`src/rtl/vsq_pkg.sv`:
```
package vsq_pkg;
  localparam int unsigned NUM_OPS = 3;
  typedef enum logic [1:0] {OP_DST = 2'd0, OP_SRC_A = 2'd1, OP_SRC_B = 2'd2} op_e;
endpackage

```
`src/rtl/vsq_cfg.sv`:
```
module vsq_cfg #(
  parameter int unsigned IDX_W  = 5,
  parameter int unsigned BANK_W = 3,
  parameter int unsigned LEN_W  = 3,
  parameter int unsigned STR_W  = 2
) (
  input  logic [LEN_W-1:0]  len_i,
  input  logic [STR_W-1:0]  stride_i,
  input  logic [IDX_W-1:0]  dst_i,
  input  logic [IDX_W-1:0]  src_b_i,
  output logic [LEN_W-1:0]  eff_len_o,
  output logic [BANK_W-1:0] step_o,
  output logic              hold_b_o
);
  localparam int unsigned SEL_W = IDX_W - BANK_W;

  logic dst_scalar;
  assign dst_scalar = (dst_i[IDX_W-1:BANK_W] == SEL_W'(0));
  assign eff_len_o  = dst_scalar ? '0 : len_i;
  // only the all-ones code doubles the step; other codes are reserved -> 1
  assign step_o     = (stride_i == '1) ? BANK_W'(2) : BANK_W'(1);
  assign hold_b_o   = (src_b_i[IDX_W-1:BANK_W] == SEL_W'(0));
endmodule

```
`src/rtl/vsq_idx_step.sv`:
```
module vsq_idx_step #(
  parameter int unsigned IDX_W  = 5,
  parameter int unsigned BANK_W = 3
) (
  input  logic              clk_i,
  input  logic              rst_ni,
  input  logic              load_i,
  input  logic [IDX_W-1:0]  load_idx_i,
  input  logic [BANK_W-1:0] step_i,
  input  logic              hold_i,
  input  logic              adv_i,
  output logic [IDX_W-1:0]  idx_o
);
  logic [IDX_W-1:0]  idx_q;
  logic [BANK_W-1:0] step_q;
  logic              hold_q;
  logic [BANK_W-1:0] lo_next;

  assign lo_next = idx_q[BANK_W-1:0] + step_q;

  always_ff @(posedge clk_i or negedge rst_ni) begin
    if (!rst_ni) begin
      idx_q  <= '0;
      step_q <= '0;
      hold_q <= 1'b0;
    end else if (load_i) begin
      idx_q  <= load_idx_i;
      step_q <= step_i;
      hold_q <= hold_i;
    end else if (adv_i && !hold_q) begin
      idx_q  <= {idx_q[IDX_W-1:BANK_W], lo_next};
    end
  end

  assign idx_o = idx_q;
endmodule

```
`src/rtl/vsq_iter_ctr.sv`:
```
module vsq_iter_ctr #(
  parameter int unsigned LEN_W = 3
) (
  input  logic             clk_i,
  input  logic             rst_ni,
  input  logic             load_i,
  input  logic [LEN_W-1:0] len_i,
  input  logic             accept_i,
  output logic             valid_o,
  output logic             last_o
);
  logic [LEN_W-1:0] rem_q;
  logic             valid_q;

  always_ff @(posedge clk_i or negedge rst_ni) begin
    if (!rst_ni) begin
      rem_q   <= '0;
      valid_q <= 1'b0;
    end else if (load_i) begin
      rem_q   <= len_i;
      valid_q <= 1'b1;
    end else if (accept_i) begin
      if (rem_q == '0) valid_q <= 1'b0;
      else             rem_q   <= rem_q - LEN_W'(1);
    end
  end

  assign valid_o = valid_q;
  assign last_o  = valid_q && (rem_q == '0);
endmodule

```
`src/rtl/vsq_seq.sv`:
```
module vsq_seq #(
  parameter int unsigned IDX_W  = 5,
  parameter int unsigned BANK_W = 3,
  parameter int unsigned LEN_W  = 3,
  parameter int unsigned STR_W  = 2
) (
  input  logic             clk_i,
  input  logic             rst_ni,
  input  logic             start_i,
  input  logic [LEN_W-1:0] len_i,
  input  logic [STR_W-1:0] stride_i,
  input  logic [IDX_W-1:0] dst_i,
  input  logic [IDX_W-1:0] src_a_i,
  input  logic [IDX_W-1:0] src_b_i,
  input  logic             ready_i,
  output logic             valid_o,
  output logic [IDX_W-1:0] dst_o,
  output logic [IDX_W-1:0] src_a_o,
  output logic [IDX_W-1:0] src_b_o,
  output logic             last_o
);
  import vsq_pkg::*;

  logic [LEN_W-1:0]  eff_len;
  logic [BANK_W-1:0] step;
  logic              hold_b;
  logic              valid, last, accept, load, adv;
  logic [IDX_W-1:0]  load_idx [NUM_OPS];
  logic              hold     [NUM_OPS];
  logic [IDX_W-1:0]  idx      [NUM_OPS];

  vsq_cfg #(.IDX_W(IDX_W), .BANK_W(BANK_W), .LEN_W(LEN_W), .STR_W(STR_W)) u_cfg (
    .len_i    (len_i),
    .stride_i (stride_i),
    .dst_i    (dst_i),
    .src_b_i  (src_b_i),
    .eff_len_o(eff_len),
    .step_o   (step),
    .hold_b_o (hold_b)
  );

  assign accept = valid && ready_i;
  // new start only when idle or on the edge that retires the final iteration
  assign load   = start_i && (!valid || (accept && last));
  assign adv    = accept && !last;

  vsq_iter_ctr #(.LEN_W(LEN_W)) u_ctr (
    .clk_i   (clk_i),
    .rst_ni  (rst_ni),
    .load_i  (load),
    .len_i   (eff_len),
    .accept_i(accept),
    .valid_o (valid),
    .last_o  (last)
  );

  assign load_idx[OP_DST]   = dst_i;
  assign load_idx[OP_SRC_A] = src_a_i;
  assign load_idx[OP_SRC_B] = src_b_i;
  assign hold[OP_DST]       = 1'b0;
  assign hold[OP_SRC_A]     = 1'b0;
  assign hold[OP_SRC_B]     = hold_b;

  for (genvar g = 0; g < NUM_OPS; g++) begin : g_op
    vsq_idx_step #(.IDX_W(IDX_W), .BANK_W(BANK_W)) u_step (
      .clk_i     (clk_i),
      .rst_ni    (rst_ni),
      .load_i    (load),
      .load_idx_i(load_idx[g]),
      .step_i    (step),
      .hold_i    (hold[g]),
      .adv_i     (adv),
      .idx_o     (idx[g])
    );
  end

  assign valid_o = valid;
  assign last_o  = last;
  assign dst_o   = idx[OP_DST];
  assign src_a_o = idx[OP_SRC_A];
  assign src_b_o = idx[OP_SRC_B];
endmodule

```
`config.mk`:
```
export PLATFORM = sky130hd
export DESIGN_NAME = vsq_seq
export DESIGN_NICKNAME = d
export VERILOG_FILES = /design/src/rtl/vsq_pkg.sv /design/src/rtl/vsq_cfg.sv /design/src/rtl/vsq_idx_step.sv /design/src/rtl/vsq_iter_ctr.sv /design/src/rtl/vsq_seq.sv
export SDC_FILE = /design/constraint.sdc
export NUM_CORES = 1
export LEC_CHECK = 0
export ABC_AREA = 1
export BUFFER_PORTS_ARGS = -buffer_cell sky130_fd_sc_hd__buf_2
export CAP_MARGIN = 10
export CORE_ASPECT_RATIO = 1.25
export CORE_MARGIN = 4
export CORE_UTILIZATION = 57
export CTS_CLUSTER_DIAMETER = 150
export CTS_CLUSTER_SIZE = 20
export DETAILED_ROUTE_END_ITERATION = 12
export PLACE_DENSITY = 0.84
export SETUP_SLACK_MARGIN = 0.3
export SLEW_MARGIN = 20
export SYNTH_ARGS = -nofsm -noshare
export SYNTH_HDL_FRONTEND = slang
export SYNTH_HIERARCHICAL = 1
export SYNTH_SLANG_ARGS = --single-unit
```
`constraint.sdc`:
```
create_clock -name clk_i -period 4.7 [get_ports clk_i]
set_input_delay 0.94 -clock clk_i [delete_from_list [all_inputs] [get_ports clk_i]]
set_output_delay 0.94 -clock clk_i [all_outputs]
set_load 0.01 [all_outputs]
```
======== After elaboration in Yosys (flattened, before gate mapping) ========
Cells that the tools add are included.
W data, S select, Z words.
word-level totals
  input port bits ......................... 24
  logic and storage cells ................. 49
  bits in registers ....................... 23
cells by class
  equal/unequal tests ..................... 2
  reductions and logical operators ........ 19
  $add $sub $neg .......................... 4
  muxes and demuxes ....................... 14
operators by type and width
  operator               count
  $mux W3                7
  $mux W5                3
  $add A3 B3 Y3          3
  $reduce_bool A2 Y1     4
  $logic_and A1 B1 Y1    6
  $logic_not A2 Y1       2
  $reduce_and A2 Y1      2
  $logic_not A1 Y1       3
  $logic_not A3 Y1       1
  $mux W1                3
  $sub A3 B1 Y3 const B  1
  $eq A2 B2 Y1 const B   1
  $mux W2                1
  $ne A2 B1 Y1 const B   1
  $logic_or A1 B1 Y1     1

======== Longest topological paths before layout ========
  word-level depth ........................ 7
  gate-level depth with buffers ........... 13
  depth with buffers taken out ............ 12

======== Hierarchy ========
The synthesis kept the hierarchy.
modules (own cells, without submodules)
  module        instances  seq. area each (µm²)  area an instance (µm²)  cells an instance
  vsq_idx_step  3          225.2                 479.2                   57
  vsq_iter_ctr  1          100.1                 272.8                   42
  vsq_cfg       1          0.0                   51.3                    12
  vsq_seq       1          0.0                   27.5                    7

======== Least setup slack after synthesis ========
OpenSTA, ideal clock, no wires.
  path type ............................... register to register
  start point ............................. register u_ctr.rem_q[0]
  end point ............................... register g_op[0].u_step.idx_q[0]
  data arrival time ....................... 2131 ps
  buffers on the path ..................... 1
  slack ................................... 2477 ps
  cell stages (with the launch flop) ...... 12
  path through ............................ dfrtp_1 inv_1 ha_1 nand2_1 nor2_1 nand2_1 a21oi_1 buf_6 inv_6 nand2_2 nand2_4 o31ai_2
between the ends
  word-level cells in the longest chain between the ends .. 6
RTL lines
  element                                               RTL line            source
  from (decl)                                           vsq_iter_ctr.sv:12  logic [LEN_W-1:0] rem_q;
  from (signal assigned)                                vsq_iter_ctr.sv:20  rem_q <= len_i;
  from (signal assigned)                                vsq_iter_ctr.sv:24  else rem_q <= rem_q - LEN_W'(1);
  $logic_not A3 Y1 (*)                                  vsq_iter_ctr.sv:29  assign last_o = valid_q && (rem_q == '0);
  $logic_and A1 B1 Y1 (*)                               vsq_iter_ctr.sv:29
  via last_o                                            vsq_seq.sv:20       output logic last_o
  $logic_and A1 B1 Y1 (*)                               vsq_seq.sv:44       assign load = start_i && (!valid || (accept && last));
  $logic_or A1 B1 Y1 (*)                                vsq_seq.sv:44
  $logic_and A1 B1 Y1 (*)                               vsq_seq.sv:44
  via load                                              vsq_seq.sv:27       logic valid, last, accept, load, adv;
  $mux W5 / $reduce_bool A2 Y1 (equally long branches)  -
  to (signal assigned)                                  vsq_idx_step.sv:27  idx_q <= load_idx_i;
  to (signal assigned)                                  vsq_idx_step.sv:31  idx_q <= {idx_q[IDX_W-1:BANK_W], lo_next};
  to (decl)                                             vsq_idx_step.sv:14  logic [IDX_W-1:0] idx_q;
Mark *: on every way through the listed nets, which the timed path passes. The rest lies on a longest branch. The select of a mux whose other input is x is not followed.
A chain may end at the register's enable or synchronous reset.

======== Final worst setup path ========
  start point ............................. register u_ctr.rem_q[0]
  end point ............................... register g_op[2].u_step.idx_q[0]
between the ends
  word-level cells in the longest chain between the ends .. 6
RTL lines
  element                                               RTL line
  $logic_not A3 Y1 (*)                                  vsq_iter_ctr.sv:29
  $logic_and A1 B1 Y1 (*)                               vsq_iter_ctr.sv:29
  $logic_and A1 B1 Y1 (*)                               vsq_seq.sv:44
  $logic_or A1 B1 Y1 (*)                                vsq_seq.sv:44
  $logic_and A1 B1 Y1 (*)                               vsq_seq.sv:44
  via load                                              vsq_seq.sv:27
  $mux W5 / $reduce_bool A2 Y1 (equally long branches)  -
  to (signal assigned)                                  vsq_idx_step.sv:27
  to (signal assigned)                                  vsq_idx_step.sv:31
  to (decl)                                             vsq_idx_step.sv:14
Marks and branches as above.

==> flow_summary.ini <==
[clock_network]
cts_resized = 0
ctsHoldBuffers = 0
cts-root-buf = clkbuf_4
clk_latency_ps = 340
cts_tree = built
htree_num_levels = 2
clk_pin_slew_ps = 100
cts_sinks = 31
cts_buffer_depth = 2
numCtsBuffers = 5
postCtsSetupBuffers = 0

[critical_path]
crit_path_max_fanout = 37
critPathTopFamily = compound AO/OA/AOI/OAI gates
slowest_stage = a21oi_4
rrSetupSlack_ps = 2200
crit_top_cell = nand2_1
max_stage_delay_ps = 830
r2r_end = g_op[2].u_step/idx_o[0]
reg2regPathDepth = 10
cp.arrival_ps = 2740
cp.required_ps = 4950
crit_chain = inv_1 > ha_1 > nand2_1 > nor2_1 > nand2_1 > a21oi_4 > inv_6 > nand2_2 > nand2_4 > o31ai_2
cp-end-kind = register
crit_buf_inv = 2
startpoint_type = register
crit_type = reg -> reg
timing.rr.start = u_ctr/rem_q[0]

[die]
die_area_um2 = 4100
rows = 22
start_util = 0.602
die_y_um = 70.6
die_width_um = 58.1
core-area_um2 = 2970
io_pins = 41

[placed_design]
place.gp.congestion = 0.827
io_buffer_count = 40
dp_hpwl_mm = 2.54

[route]
routedWlPerCell_um = 11.0
via_count = 1499
vias_per_cell = 4.79
ant_nets = 0
drtIter0Drc = 42
drc = 0
drtPass1Iterations = 4
routed_wl_mm = 3.43

[finish]
regArea_um2 = 776
layout_common_cells = 86 x nand2_1, 40 x buf_2, 31 x dfrtp_1, 30 x inv_1, 19 x nor2_1
layout.cells.most_common = nand2_1
multi_input_area_um2 = 830
fin_util = 0.692
n_antenna_cell = 0
layout-drive-gt1-share = 0.260
fin_nets = 308
fillerInstances = 270
area_growth_pct = 15.0

[sta]
final_hold_viol_count = 0
slew_headroom = 0.299
fmax_mhz = 400
fin_skew_ps = 8.81
final_max_slew_viol_count = 0
finalSetupTns_ps = 0
tightest_slew_ps = 1050
rsz0062_at_grt = no
hold_ws_ps = 481
post-route-period-util = 0.531
fin_crit_ps = 2500
setup_viol = 0

[yosys]
synth_top_area_frac = 0.434
ys_warn_count = 6
syn_inst = 232
ys_top_cells_by_area = dfrtp_1 43%, nand2_1 18%, inv_1 6.3%
synth_seq_cells = 31
synth-seq-area-share = 0.434
post_synth.cell_area_avg_um2 = 7.71
synth.cell_area_um2 = 1790
yosysTopAreaCell = dfrtp_1
ys_types = 19

[global_routing]
grt.overflow.total = 0
grt_antenna_before_repair = 0
grt_pass1_vias = 1497
grt_pass1_wl_mm = 6.01
track_usage = 0.190
grt_max_degree = 38

[power_and_ir_drop]
peakVddDrop_mv = 0.481
power.density_nw_per_um2 = 672
leakagePower_nw = 1.20

[run_status]
status = finished clean

[hold_path]
min_from = g_op[1].u_step/idx_o[4]
whs_endpoint = g_op[1].u_step/idx_o[4]
hold_class = reg -> reg
holdPathStages = 2

[job]
max_cap_viol_count = 0
==> per-stage QoR <==
| stage | setup slack [ps] | std cells | power, mW | cell area [µm²] |
|---|---|---|---|---|
| after global placement | 2210 | 305 | 1.21 | 2010 |
| after global routing | 1980 | 313 | 1.53 | 2060 |
| final | 2200 | 313 | 1.38 | 2060 |
| after detailed placement | 2160 | 305 | 1.24 | 2010 |
| after CTS | 2190 | 313 | 1.40 | 2060 |
| after floorplan | 2480 | 233 | 1.05 | 1790 |
==> cell usage after synthesis <==
| master | count |
|---|---|
| a21oi_1 | 2 |
| buf_4 | 1 |
| buf_6 | 3 |
| conb_1 | 2 |
| dfrtp_1 | 31 |
| fa_1 | 3 |
| ha_1 | 5 |
| inv_1 | 30 |
| inv_2 | 5 |
| inv_6 | 3 |
| nand2_1 | 86 |
| nand2_2 | 4 |
| nand2_4 | 6 |
| nand3_1 | 11 |
| nor2_1 | 19 |
| nor2_2 | 4 |
| o21ai_0 | 4 |
| o21ai_1 | 10 |
| o31ai_2 | 3 |
==> state kept, by name (all words and copies together), names as in the netlist <==
register,cells
u_ctr/valid_o,1
g_op.u_step/step_q,9
u_ctr/rem_q,3
g_op.u_step/idx_o,15
g_op.u_step/hold_q,3
==> routing by layer <==
layer / part of all wire / global-route usage / wire length [µm]
met4: 0.016 / 0.0619 / 56
met1: 0.41 / 0.199 / 1420
met5: 0 / 0 / 0
met2: 0.52 / 0.353 / 1770
met3: 0.053 / 0.0566 / 182
==> where the power goes <==
part | switching (mW) | internal (mW)
Clock | 0.0934 | 0.0582
Combinational | 0.457 | 0.290
Sequential | 0.0862 | 0.398
==> cell families after synthesis <==
group,after synthesis,synth area share
and+or+nand+nor,130,0.317
buffers and inverters,42,0.111
DFF,31,0.434
AOI/OAI and AO/OA,19,0.0657
adders and majority gates,8,0.0685
other,2,0.00420
==> worst min-delay path, cell delays in order, from the launching register on <==
cell and delay (ps):
dfrtp_1 350, nand2_1 60, nand2_1 50
==> how the worst max path moves through the flow <==
stage                         startpoint                       to  cells after the start
after CTS                 u_ctr/rem_q[0]  g_op[2].u_step/idx_o[0]                     10
after global placement           ready_i  g_op[1].u_step/idx_o[0]                      7
after floorplan           u_ctr/rem_q[0]  g_op[0].u_step/idx_o[0]                     11
after detailed placement         ready_i  g_op[2].u_step/idx_o[0]                      7
final                     u_ctr/rem_q[0]  g_op[2].u_step/idx_o[0]                     10
after global routing      u_ctr/rem_q[0]           u_ctr/rem_q[0]                     11
==> area by class of cell <==
type                            count  share of cell area
Multi-Input combinational cell    160               0.403
Sequential cell                    31               0.377
Timing Repair Buffer               40              0.0973
Inverter                           38              0.0766
Clock buffer                        7              0.0219
Tap cell                           36              0.0219
Clock inverter                      1             0.00243
Power figures use the tool's default switching activity.
